### src/rtl/iar_pkg.sv
package iar_pkg;
    localparam int ADDR_W  = 7;
    localparam int FIELD_W = 3;
    localparam int DATA_W  = ADDR_W + 1;

    typedef logic [ADDR_W-1:0] addr_t;

    typedef enum logic [1:0] {
        KIND_NONE    = 2'd0,
        KIND_LOCAL   = 2'd1,
        KIND_PARTNER = 2'd2,
        KIND_TARGET  = 2'd3
    } kind_e;

    typedef enum logic [FIELD_W-1:0] {
        FLD_LOCAL   = 3'd0,
        FLD_PID     = 3'd1,
        FLD_PALIAS  = 3'd2,
        FLD_TID     = 3'd3,
        FLD_TALIAS  = 3'd4,
        FLD_CTRL    = 3'd5
    } field_e;

    typedef struct packed {
        addr_t local_addr;
        logic  local_sel;
        addr_t partner_id;
        logic  freeze;
        addr_t partner_alias;
        addr_t target_id;
        addr_t target_alias;
        logic  pass_en;
        logic  pass_all;
        logic  auto_ack;
    } cfg_t;

    // A path is live only when both its alias and its physical ID are nonzero.
    function automatic logic path_hit(addr_t a, addr_t alias_v, addr_t id_v);
        return (alias_v != '0) && (id_v != '0) && (a == alias_v);
    endfunction

    function automatic logic is_fwd(kind_e k);
        return (k == KIND_PARTNER) || (k == KIND_TARGET);
    endfunction
endpackage

### src/rtl/iar_cfg_regs.sv
module iar_cfg_regs
    import iar_pkg::*;
(
    input  logic               clk,
    input  logic               rst,
    input  logic               cfg_wr,
    input  logic [FIELD_W-1:0] cfg_field,
    input  logic [DATA_W-1:0]  cfg_data,
    input  logic               link_lock,
    input  addr_t              link_partner_id,
    output cfg_t               cfg
);
    always_ff @(posedge clk) begin
        if (rst) begin
            cfg          <= '0;
            cfg.pass_en  <= 1'b1;
        end else begin
            if (link_lock && !cfg.freeze)
                cfg.partner_id <= link_partner_id;
            if (cfg_wr) begin
                case (field_e'(cfg_field))
                    FLD_LOCAL: begin
                        cfg.local_addr <= cfg_data[DATA_W-1:1];
                        cfg.local_sel  <= cfg_data[0];
                    end
                    FLD_PID: begin
                        cfg.partner_id <= cfg_data[DATA_W-1:1];
                        cfg.freeze     <= cfg_data[0];
                    end
                    FLD_PALIAS: cfg.partner_alias <= cfg_data[DATA_W-1:1];
                    FLD_TID:    cfg.target_id     <= cfg_data[DATA_W-1:1];
                    FLD_TALIAS: cfg.target_alias  <= cfg_data[DATA_W-1:1];
                    FLD_CTRL: begin
                        cfg.pass_en  <= cfg_data[0];
                        cfg.pass_all <= cfg_data[1];
                        cfg.auto_ack <= cfg_data[2];
                    end
                    default: ;
                endcase
            end
        end
    end
endmodule

### src/rtl/iar_decode.sv
module iar_decode
    import iar_pkg::*;
(
    input  cfg_t  cfg,
    input  addr_t strap_addr,
    input  addr_t addr,
    output addr_t local_eff,
    output kind_e kind,
    output addr_t fwd
);
    always_comb begin
        local_eff = cfg.local_sel ? cfg.local_addr : strap_addr;
        kind      = KIND_NONE;
        fwd       = '0;
        if (addr == local_eff) begin
            kind = KIND_LOCAL;
        end else if (cfg.pass_en) begin
            if (path_hit(addr, cfg.partner_alias, cfg.partner_id)) begin
                kind = KIND_PARTNER;
                fwd  = cfg.partner_id;
            end else if (path_hit(addr, cfg.target_alias, cfg.target_id)) begin
                kind = KIND_TARGET;
                fwd  = cfg.target_id;
            end else if (cfg.pass_all && (cfg.partner_id != '0)) begin
                kind = KIND_PARTNER;
                fwd  = cfg.partner_id;
            end
        end
    end
endmodule

### src/rtl/iar_ack_ctrl.sv
module iar_ack_ctrl
    import iar_pkg::*;
(
    input  logic  clk,
    input  logic  rst,
    input  logic  txn_valid,
    input  logic  txn_rnw,
    input  kind_e kind,
    input  addr_t fwd,
    input  logic  early_ok,
    input  logic  rsp_valid,
    input  logic  rsp_ack,
    output logic  dec_valid,
    output kind_e dec_kind,
    output addr_t fwd_addr,
    output logic  ack_pulse,
    output logic  nack_pulse,
    output logic  pending
);
    always_ff @(posedge clk) begin
        if (rst) begin
            dec_valid  <= 1'b0;
            dec_kind   <= KIND_NONE;
            fwd_addr   <= '0;
            ack_pulse  <= 1'b0;
            nack_pulse <= 1'b0;
            pending    <= 1'b0;
        end else begin
            dec_valid  <= txn_valid;
            ack_pulse  <= 1'b0;
            nack_pulse <= 1'b0;
            if (txn_valid) begin
                dec_kind <= kind;
                fwd_addr <= fwd;
                pending  <= 1'b0;
                if (kind == KIND_NONE)
                    nack_pulse <= 1'b1;
                else if (kind == KIND_LOCAL)
                    ack_pulse <= 1'b1;
                else if (!txn_rnw && early_ok)
                    ack_pulse <= 1'b1;
                else
                    pending <= 1'b1;
            end else if (pending && rsp_valid) begin
                pending    <= 1'b0;
                ack_pulse  <= rsp_ack;
                nack_pulse <= !rsp_ack;
            end
        end
    end
endmodule

### src/rtl/i2c_alias_remap.sv
module i2c_alias_remap
    import iar_pkg::*;
(
    input  logic       clk,
    input  logic       rst,
    input  logic       cfg_wr,
    input  logic [2:0] cfg_field,
    input  logic [7:0] cfg_data,
    input  logic [6:0] strap_addr,
    input  logic       link_lock,
    input  logic [6:0] link_partner_id,
    input  logic       txn_valid,
    input  logic [6:0] txn_addr,
    input  logic       txn_rnw,
    input  logic       rsp_valid,
    input  logic       rsp_ack,
    output logic       dec_valid,
    output logic [1:0] dec_kind,
    output logic [6:0] fwd_addr,
    output logic       ack_pulse,
    output logic       nack_pulse
);
    cfg_t  cfg;
    addr_t local_eff;
    kind_e kind_c;
    kind_e kind_q;
    addr_t fwd_c;
    logic  pending;

    iar_cfg_regs u_regs (
        .clk(clk), .rst(rst), .cfg_wr(cfg_wr), .cfg_field(cfg_field),
        .cfg_data(cfg_data), .link_lock(link_lock),
        .link_partner_id(link_partner_id), .cfg(cfg)
    );

    iar_decode u_dec (
        .cfg(cfg), .strap_addr(strap_addr), .addr(txn_addr),
        .local_eff(local_eff), .kind(kind_c), .fwd(fwd_c)
    );

    iar_ack_ctrl u_ack (
        .clk(clk), .rst(rst), .txn_valid(txn_valid), .txn_rnw(txn_rnw),
        .kind(kind_c), .fwd(fwd_c), .early_ok(cfg.auto_ack && link_lock),
        .rsp_valid(rsp_valid), .rsp_ack(rsp_ack), .dec_valid(dec_valid),
        .dec_kind(kind_q), .fwd_addr(fwd_addr), .ack_pulse(ack_pulse),
        .nack_pulse(nack_pulse), .pending(pending)
    );

    assign dec_kind = kind_q;
endmodule

### config.mk
export PLATFORM = sky130hd
export DESIGN_NAME = i2c_alias_remap
export DESIGN_NICKNAME = d
export VERILOG_FILES = /design/src/rtl/iar_pkg.sv /design/src/rtl/iar_cfg_regs.sv /design/src/rtl/iar_decode.sv /design/src/rtl/iar_ack_ctrl.sv /design/src/rtl/i2c_alias_remap.sv
export SDC_FILE = /design/constraint.sdc
export NUM_CORES = 1
export LEC_CHECK = 0
export CAP_MARGIN = 20
export CORE_MARGIN = 2
export CORE_UTILIZATION = 35
export CTS_CLUSTER_DIAMETER = 40
export CTS_CLUSTER_SIZE = 28
export DETAILED_ROUTE_END_ITERATION = 8
export HOLD_SLACK_MARGIN = 0.03
export SLEW_MARGIN = 20
export SYNTH_ARGS = -nofsm -noshare
export SYNTH_HDL_FRONTEND = slang
export SYNTH_HIERARCHICAL = 1
export SYNTH_SLANG_ARGS = --single-unit
### constraint.sdc
create_clock -name clk -period 2.1 [get_ports clk]
set_input_delay 0.315 -clock clk [delete_from_list [all_inputs] [get_ports clk]]
set_output_delay 0.315 -clock clk [all_outputs]
set_load 0.005 [all_outputs]
# Word-level counts from Yosys, hierarchy flattened
# Cells that the tools add are included.
# W data, S select, Z words.
# totals
regBits	53
latchBits	0
ramBits	0
rom_bits	0
input_bits	40
out_inout_bits	12
wordCells	81
mem_count	0
# classes
addsub	0
n_mul	0
div_mod_pow	0
magnitude_cmp	0
n_eq_ne	9
n_shift	0
muxes	31
bitwise_logic	0
reduce_logical	25
# op_table
cell	count
$mux W7	10
$mux W32	1
$reduce_bool A7 Y1	4
$eq A7 B7 Y1	3
$mux W1	13
$reduce_and A2 Y1	6
$mux W2	5
$logic_and A1 B1 Y1	9
$mux W8	1
$eq A3 B2 Y1 const B	2
$eq A3 B3 Y1 const B	2
$eq A3 B1 Y1 const B	1
$logic_not A1 Y1	3
$logic_not A3 Y1	1
$mux W3	1
$eq A2 B1 Y1 const B	1
$logic_not A2 Y1	1
$reduce_bool A2 Y1	1

# Longest topological paths before layout
# Gate-level depths: netlist of run 1.
# logic_depth
depth_word	11
ltp_mapped	10
mapped_depth_nobuf	9

# By module
# Netlist of run 1, hierarchy kept.
# modules_own_cells
module	instances	cells_per_inst	area_per_inst_um2	seq_area_each_um2
iar_cfg_regs	1	155	1542.7	800.8
iar_decode	1	68	534.3	0.0
iar_ack_ctrl	1	48	520.5	260.2
i2c_alias_remap	1	1	6.3	0.0

# Worst setup path before layout of run 1
# OpenSTA, ideal clock, no wires.
# synth_timing
kind	register to register
from	register u_regs/cfg[32] (netlist name)
to	register u_ack.ack_pulse
setup_ns	0.074
arrival_ns	1.947
required_ns	2.026
slack_ns	0.078
stages_incl_launch_ff	10
n_path_buf	1
period_less_slack_ns	2.022
path_cell_list	dfxtp_1 > buf_2 > mux2_2 > xor2_1 > nor4_1 > nand4_1 > o211ai_2 > inv_1 > nand2b_1 > a31oi_2
# synth_between
elab_chain_cells	7
word_cells_on_any_way	8
cone_classes	eq/ne (2); mux (5); reduce/logical (1)
# synth_lines
element	line	rtl
$mux W7 (*)	iar_decode.sv:12	local_eff = cfg.local_sel ? cfg.local_addr : strap_addr;
net local_eff[1]	i2c_alias_remap.sv:24	addr_t local_eff;
$eq A7 B7 Y1 (*)	iar_decode.sv:15	if (addr == local_eff) begin
$mux W2 (*)	iar_decode.sv:15	
net kind_c[1]	i2c_alias_remap.sv:25	kind_e kind_c;
$eq A2 B1 Y1	iar_ack_ctrl.sv:38	else if (kind == KIND_LOCAL)
$mux W1	iar_ack_ctrl.sv:38	
$mux W1 (*)	iar_ack_ctrl.sv:36	if (kind == KIND_NONE)
$mux W1 (*)	iar_ack_ctrl.sv:32	if (txn_valid) begin
to (signal assigned)	iar_ack_ctrl.sv:46	ack_pulse <= rsp_ack;
to (decl)	iar_ack_ctrl.sv:16	output logic ack_pulse,
# The timed path passes the listed nets; every way through them passes the cells marked *.
# A chain may end at the register's enable or synchronous reset.

# Worst setup path after layout of run 1
# layout_timing
from	register u_regs/cfg[32] (netlist name)
to	register u_ack.nack_pulse
# layout_between
elab_chain_cells	6
# layout_lines
element	line	rtl
$mux W7	iar_decode.sv:12	
net local_eff[3]	i2c_alias_remap.sv:24	
$eq A7 B7 Y1	iar_decode.sv:15	
$mux W2	iar_decode.sv:15	
net kind_c[0]	i2c_alias_remap.sv:25	
$logic_not A2 Y1	iar_ack_ctrl.sv:36	
$mux W1	iar_ack_ctrl.sv:36	
$mux W1	iar_ack_ctrl.sv:32	
to (signal assigned)	iar_ack_ctrl.sv:47	nack_pulse <= !rsp_ack;
to (decl)	iar_ack_ctrl.sv:17	output logic nack_pulse,
# The timed path passes the listed nets, and every way through them passes these cells.

==> results of run 1 <==
## state kept, by name, summed over array words and instances, names as in the netlist
register / count
u_ack/fwd_addr: 7
u_regs/cfg: 40
u_ack/pending: 1
u_ack/dec_valid: 1
u_ack/nack_pulse: 1
u_ack/dec_kind: 2
u_ack/ack_pulse: 1
## path summary, 6_finish.rpt
| kind | start | end | cells after the start |
|---|---|---|---|
| max | u_regs/cfg[32] | u_ack/nack_pulse | 10 |
| min | u_regs/cfg[39] | u_regs/cfg[39] | 2 |
| max reg2reg | u_regs/cfg[32] | u_ack/nack_pulse | 10 |
| min reg2reg | u_regs/cfg[39] | u_regs/cfg[39] | 2 |
## where the power goes
group          switching [mW]  leakage, nW  internal [mW]
clock network           0.318       0.0540          0.347
logic                   0.135        0.881          0.174
registers              0.0215        0.431           1.03
total                   0.474         1.37           1.55
## cell type report
| cell class | count | area (um^2) |
|---|---|---|
| Inverter | 3 | 11.3 |
| Fill cell | 707 | 3710 |
| Multi-Input combinational cell | 201 | 1490 |
| Timing Repair Buffer | 74 | 719 |
| Sequential cell | 53 | 1060 |
| Tap cell | 99 | 124 |
| Clock buffer | 5 | 68.8 |
| Clock inverter | 2 | 35.0 |
## through the flow
stage               hold slack, ns  std cells  setup TNS (ns)
floorplan                    0.387        272               0
global placement             0.441        428           -2.74
detailed placement           0.447        428           -3.10
CTS                          0.459        435         -0.0180
global route                 0.479        437          -0.733
finish                       0.456        437               0
## per-layer routing
layer  track usage (%)  vias up  share of wire, %
met5                 0        -                 0
li1                  -     1070                 -
met3              2.75        5               3.9
met2              26.3       50                48
met1              19.3      967                47
met4              3.46        0              0.70
## worst max-delay path, delay by kind of cell, from the launching register on
family	cells	cell delay, ns
and+or+nand+nor	5	0.72
AOI/OAI and AO/OA	1	0.16
muxes	1	0.31
buffers and inverters	2	0.31
xor gates and xnor gates	1	0.14
DFF	1	0.35
## cells in the final DEF, fill, tap and decap left out, types with 3 or more instances in the layout
cell             synthesis  final
xnor2_1                 13     13
a21oi_1                  8      8
dlymetal6s2s_1           0      3
a211oi_1                 7      7
nand2_1                 20     19
mux2_2                   7      4
nor2_1                  51     51
xor2_1                   7      7
mux2_4                   0      3
clkbuf_8                 0      5
buf_4                    2     20
nor4_1                   6      3
nor3_1                   3      3
dfxtp_1                 53     52
mux2i_1                 47     47
nand4_1                  3      3
clkdlybuf4s50_1          0     48
## kinds of logic (layout without fill, tap and decap cells)
| logic type | count (synthesis) | in the layout | synth area share, % |
|---|---|---|---|
| muxes | 54 | 54 | 21.1 |
| DFF | 53 | 53 | 40.7 |
| xor gates and xnor gates | 21 | 21 | 7.35 |
| AOI/OAI and AO/OA | 25 | 25 | 7.54 |
| buffers and inverters | 18 | 84 | 4.32 |
| and+or+nand+nor | 101 | 101 | 18.9 |
## what timing repair did
action	CTS	global route
endpoints found under the hold margin	0	0
setup endpoints to repair	9	11
setup buffers	0	2
pin swaps	2	7
gates resized for setup	6	11
==> summary.md, run 1 <==
| Metric | Value |
|---|---|
| # IOs | 52 |
| Post-layout util | 48.6% |
| Vias in the first global route | between 2000 and 2500 |
| P&R area growth vs syn | 34.7% |
| Synth top area cells | dfxtp_1, mux2i_1, nor2_1 |
| DR vias | 2092 |
| Synth warn | 6 |
| IR drop worst, VDD | 398 uV |
| Final setup skew | around 0.012 ns |
| Buffers on Ports | 51 |
| Clk slew on worst S/H paths | 0.09 ns |
| Layout Nets | 378 |
| Fmax | 0.480 GHz |
| Static leakage | 1.37 nW |
| Overall power | 2.03 mW |
| DRC violations left | 0 |
| CP startpoint kind | flop |
| Yosys reg bits | 53 |
| Total GRT Usage | 15.0% |
| Detailed Place HPWL | between 4000 and 5000 um |
| Max-cap check violation count | 0 |
| Synth Flop Type | dfxtp_1 |
| # setup viols final | 0 |
| Max Slew Vio Count | 0 |
| CTS tree | done |
| Share of cells above drive strength 1 | 16.3% |
| Seq/Total Area, Yosys | 40.7% |
| Netlist Area Pre-Place | 2600 um^2 |
| Final setup margin | between 0.015 and 0.02 ns |
| Hold Fails Final Rpt | 0 |
| Floorplan row count | 31 |
| Initial DRC Count | 52 |
| Wire per inst | about 14 um |
| EDFF count, synth | 0 |
| Post-Layout Inst Area | 3510 um^2 |
| H-tree depth | 2 |
| Worst slew pin tran | a little over 0.5 ns |
| CP Max Fanout | 7 |
| GRT overflow | 0 |
| Synth Instances | around 270 |
| Vias per cell | 4.79 |
| Post-place setup slack | -0.318 ns |
| Synthesized Nets | ~310 |
| CORE AREA | 7210 um^2 |
| PwrDens | 578 nW/um^2 |
| Worst path max stage delay | about 0.35 ns |
| CTS Buf Count | 5 |
| Crit Path Class | reg -> reg |
| Crit share post-route | 99.2% |
| Count leader, synth | dfxtp_1 |
| Die width | 90.3 um |
| Final min period | 2.08 ns |
| DRT antenna net count | 0 |
| Synth area leader | dfxtp_1 |
| Ant diodes | 0 |
| Hold WC Path Type | reg -> reg |
| Detailed-router iteration count before antenna repair | 4 |
| RSZ-0062 raised after global routing | true |
| Crit path cell chain | buf_12 > mux2_4 > xor2_1 > nor4_1 > nand4_1 > buf_4 > nand2_2 > nor3b_2 > a31oi_1 > nor2_1 |
| Die span in y | roughly 90 um |
| Crit path capture type | flop |
| Max_slew headroom | between 60 and 70% |
| Clock Latency Late Sink | 0.30 ns |
| Max Root-Sink Buffers | 2 |
| Reg2Reg Setup Slack | about 0.017 ns |
| Mean Syn Cell Area | 9.57 um^2 |
| GP Congestion | between 0.8 and 0.9 |
| Placed Area | 3320 um^2 |
| Hold_buf cts | 0 |
| Top cell type's share of synthesized area | 40.7% |
| Root Driver | clkbuf_8 |
| Critical path required time | 2.30 ns |
| Outcome | finished clean |
| CTS sink cnt | 53 |
| Die Area | 8150 um^2 |
| Routed wire length | between 6000 and 7000 um |
| Synth cell count leaders | dfxtp_1, nor2_1, mux2i_1 |
| Post-synth ARST share | 0% |
| Initial Util | a little over a third |
| Largest net degree at the start of global routing | 35 |
| Crit-path slowest cell | dfxtp_2 |
| Unique masters post-synth | 40 |
| Critical Path AT | approximately 2.3 ns |
| Antenna violations before repair | 0 |
| Global-route wire length before repair | 9950 um |
(Power assumes the default switching activity.)
==> run 2: changes to the inputs <==
--- a/config.mk
+++ b/config.mk
@@ -5,6 +5,7 @@
 export SDC_FILE = /design/constraint.sdc
 export NUM_CORES = 1
 export LEC_CHECK = 0
+export ABC_AREA = 0
 export CAP_MARGIN = 20
 export CORE_MARGIN = 2
 export CORE_UTILIZATION = 35
@@ -12,6 +13,7 @@
 export CTS_CLUSTER_SIZE = 28
 export DETAILED_ROUTE_END_ITERATION = 8
 export HOLD_SLACK_MARGIN = 0.03
+export SETUP_SLACK_MARGIN = 0.4
 export SLEW_MARGIN = 20
 export SYNTH_ARGS = -nofsm -noshare
 export SYNTH_HDL_FRONTEND = slang
==> summary.md, run 2 (same netlist as run 1, synthesis figures left out) <==
| Metric | Value |
|---|---|
| Outcome | finished clean (unchanged) |
| Sequential Power Share | 53.1% (was 52.0%) |
| DR vias | 2091 (was 2092) |
| Crit share post-route | 96.9% (was 99.2%) |
| Initial DRC Count | 59 (was 52) |
| Seq. cell area | 1060 um^2 (about the same) |
| Hold_sp | u_regs/cfg[33] (was u_regs/cfg[39]) |
| Hold Fails Final Rpt | 0 (unchanged) |
| Reg2reg path depth | 10 (unchanged) |
| Hold WC Path Type | reg -> reg (unchanged) |
| FILL cells | 688 (was 707) |
| Final setup skew | 0.00866 ns (was 0.0120 ns) |
| Max reg flops | 40 (unchanged) |
| Final min period | 2.03 ns (was 2.08 ns) |
| Reg2reg end | u_ack/fwd_addr[0] (was u_ack/nack_pulse) |
| Hold_buf cts | 0 (unchanged) |
| Max Root-Sink Buffers | 2 (unchanged) |
| Total GRT Usage | 15.0% (about the same) |
| Commonest cells after routing, fill and taps aside | dfxtp_1, nor2_1, clkdlybuf4s50_1, mux2i_1, buf_4 (unchanged) |
| Max_slew headroom | 64.1% (was 66.1%) |
| Clock network fraction of total power | 31.3% (was 32.8%) |
| Die width | 90.3 um (unchanged) |
| IR drop worst, VDD | 243 uV (was 398 uV) |
| RR Startpoint | u_regs/cfg[32] (unchanged) |
| Crit-path slowest cell | dfxtp_2 (unchanged) |
| Max-cap check violation count | 0 (unchanged) |
| Clock Latency Late Sink | 0.30 ns (about the same) |
| Hold Path End | u_regs/cfg[33] (was u_regs/cfg[39]) |
| H-tree depth | 2 (unchanged) |
| Sw frac | 24.1% (was 23.4%) |
| Crit path cell chain | buf_4 > mux2_4 > xor2_2 > nor4_2 > nand4_1 > o211ai_4 > buf_6 > nor2_1 > mux2i_1 > nor2_1 (was buf_12 > mux2_4 > xor2_1 > nor4_1 > nand4_1 > buf_4 > nand2_2 > nor3b_2 > a31oi_1 > nor2_1) |
| Global-route wire length before repair | 9890 um (was 9950 um) |
| CP startpoint kind | flop (unchanged) |
| GRT overflow | 0 (unchanged) |
| CP Max Fanout | 5 (was 7) |
| Area of the multi-input gates | 1510 um^2 (was 1490 um^2) |
| Fmax | 0.491 GHz (was 0.480 GHz) |
| Wire per inst | 13.5 um (was 14.4 um) |
| Worst path max stage delay | 0.33 ns (was 0.35 ns) |
| Int Power | 1.50 mW (was 1.55 mW) |
| Die Area | 8150 um^2 (unchanged) |
| RSZ-0062 raised after global routing | true (unchanged) |
| CTS Buf Count | 5 (unchanged) |
| Top flop regs | u_regs/cfg (40), u_ack/fwd_addr (7), u_ack/dec_kind (2) (unchanged) |
| Share of cells above drive strength 1 | 18.4% (was 16.3%) |
| Max Slew Vio Count | 0 (unchanged) |
| Die span in y | 90.3 um (unchanged) |
| Static leakage | 1.36 nW (was 1.37 nW) |
| Root Driver | clkbuf_8 (unchanged) |
| Critical Path AT | 2.23 ns (was 2.29 ns) |
| # IOs | 52 (unchanged) |
| DRC violations left | 0 (unchanged) |
| PwrDens | 561 nW/um^2 (was 578 nW/um^2) |
| Routed wire length | 5960 um (was 6280 um) |
| Crit path capture type | flop (unchanged) |
| Antenna violations before repair | 0 (unchanged) |
| Clk slew on worst S/H paths | 0.09 ns (about the same) |
| GP Congestion | 0.811 (was 0.806) |
| Most common cell after layout, fill and taps aside | dfxtp_1 (unchanged) |
| P&R area growth vs syn | 35.5% (was 34.7%) |
| Worst hold path stage count | 2 (unchanged) |
| CTS tree | done (unchanged) |
| Vias per cell | 4.74 (was 4.79) |
| Worst slew pin tran | 0.536 ns (was 0.506 ns) |
| Vias in the first global route | 2026 (was 2058) |
| Floorplan row count | 31 (unchanged) |
| Ant diodes | 0 (unchanged) |
| Net Sw Power | 0.477 mW (was 0.474 mW) |
| Detailed-router iteration count before antenna repair | 4 (unchanged) |
| Worst path most repeated cell | nor2_1 |
| Detailed Place HPWL | 4610 um (was 4720 um) |
| DRT antenna net count | 0 (unchanged) |
| Worst path bufs/invs | 2 (unchanged) |
| # setup viols final | 0 (unchanged) |
| Comb pwr share | 15.5% (was 15.3%) |
| CORE AREA | 7210 um^2 (unchanged) |
| Top delay family on crit path | simple AND/OR/NAND/NOR gates (unchanged) |
| Buffers on Ports | 51 (unchanged) |
| Critical path required time | 2.30 ns (about the same) |
| Final TNS setup | 0 ns (unchanged) |
| Biggest register | u_regs/cfg (unchanged) |
| Reg2Reg Setup Slack | 0.07 ns (was 0.02 ns) |
| Largest net degree at the start of global routing | 41 (was 35) |
| Crit Path Class | reg -> reg (unchanged) |
| Post-layout util | 48.9% (was 48.6%) |
| Initial Util | 36.1% (unchanged) |
| Layout Nets | 381 (was 378) |
| CTS sink cnt | 53 (unchanged) |
==> run 2: repair_timing <==
action,in CTS,in global routing
cloned,0,0
gates resized for setup,10,13
setup endpoints to repair,12,12
pin swaps,2,5
setup buffers,1,0
endpoints found under the hold margin,0,0
==> run 2: metal layers <==
| layer | GRT usage [%] | share of wire [%] | up-vias |
|---|---|---|---|
| met5 | 0 | 0 | - |
| met4 | 3.46 | 0.55 | 0 |
| met3 | 4.17 | 4.4 | 2 |
| met2 | 25.1 | 49 | 46 |
| met1 | 19.3 | 47 | 962 |
| li1 | - | - | 1081 |
==> run 2: metrics by stage <==
step           hold slack (ns)  worst slack, ns  power, mW  cell area, um^2  cells
3_3_place_gp             0.441           -0.267       1.37             3340    432
5_1_grt                  0.485           -0.114       2.09             3530    441
2_1_floorplan            0.387            0.130       1.22             2610    272
3_5_place_dp             0.449           -0.282       1.37             3340    432
4_1_cts                  0.462          -0.0164       2.01             3470    441
6_report                 0.459           0.0653       1.98             3530    441
==> run 2: cell type report <==
| type | count | area share, % |
|---|---|---|
| clock buffers | 7 | 2.73 |
| clock inverters | 1 | 0.142 |
| inverters | 3 | 0.319 |
| multi-input cells | 201 | 42.7 |
| flip-flops and latches | 53 | 30.1 |
| well taps | 99 | 3.51 |
| repair buffers | 77 | 20.4 |
==> run 2: how the worst max path moves through the flow <==
stage	endpoint	cells after the start	slack [ns]	start
final	u_ack/fwd_addr[0]	10	0.07	u_regs/cfg[32]
after global routing	u_ack/nack_pulse	10	-0.11	u_regs/cfg[32]
after CTS	u_ack/ack_pulse	8	-0.02	u_regs/cfg[13]
after detailed placement	u_ack/fwd_addr[3]	10	-0.28	txn_addr[2]
after global placement	u_ack/fwd_addr[3]	10	-0.27	txn_addr[1]
after floorplan	u_ack/ack_pulse	8	0.13	u_regs/cfg[13]
==> run 2: power by group through the flow <==
| stage | Clock (mW) | Combinational (mW) | Sequential [mW] |
|---|---|---|---|
| 2_1_floorplan | 0 | 0.153 | 1.07 |
| 3_3_place_gp | 0 | 0.297 | 1.07 |
| 3_5_place_dp | 0 | 0.299 | 1.07 |
| 4_1_cts | 0.651 | 0.303 | 1.05 |
| 5_1_grt | 0.694 | 0.335 | 1.06 |
| 6_report | 0.621 | 0.308 | 1.05 |
==> run 2: worst min-delay path, delay by kind of cell (launching register included) <==
family	cells	cell delay, ns
simple gates	1	0.05
compound gates	1	0.05
flops	1	0.32
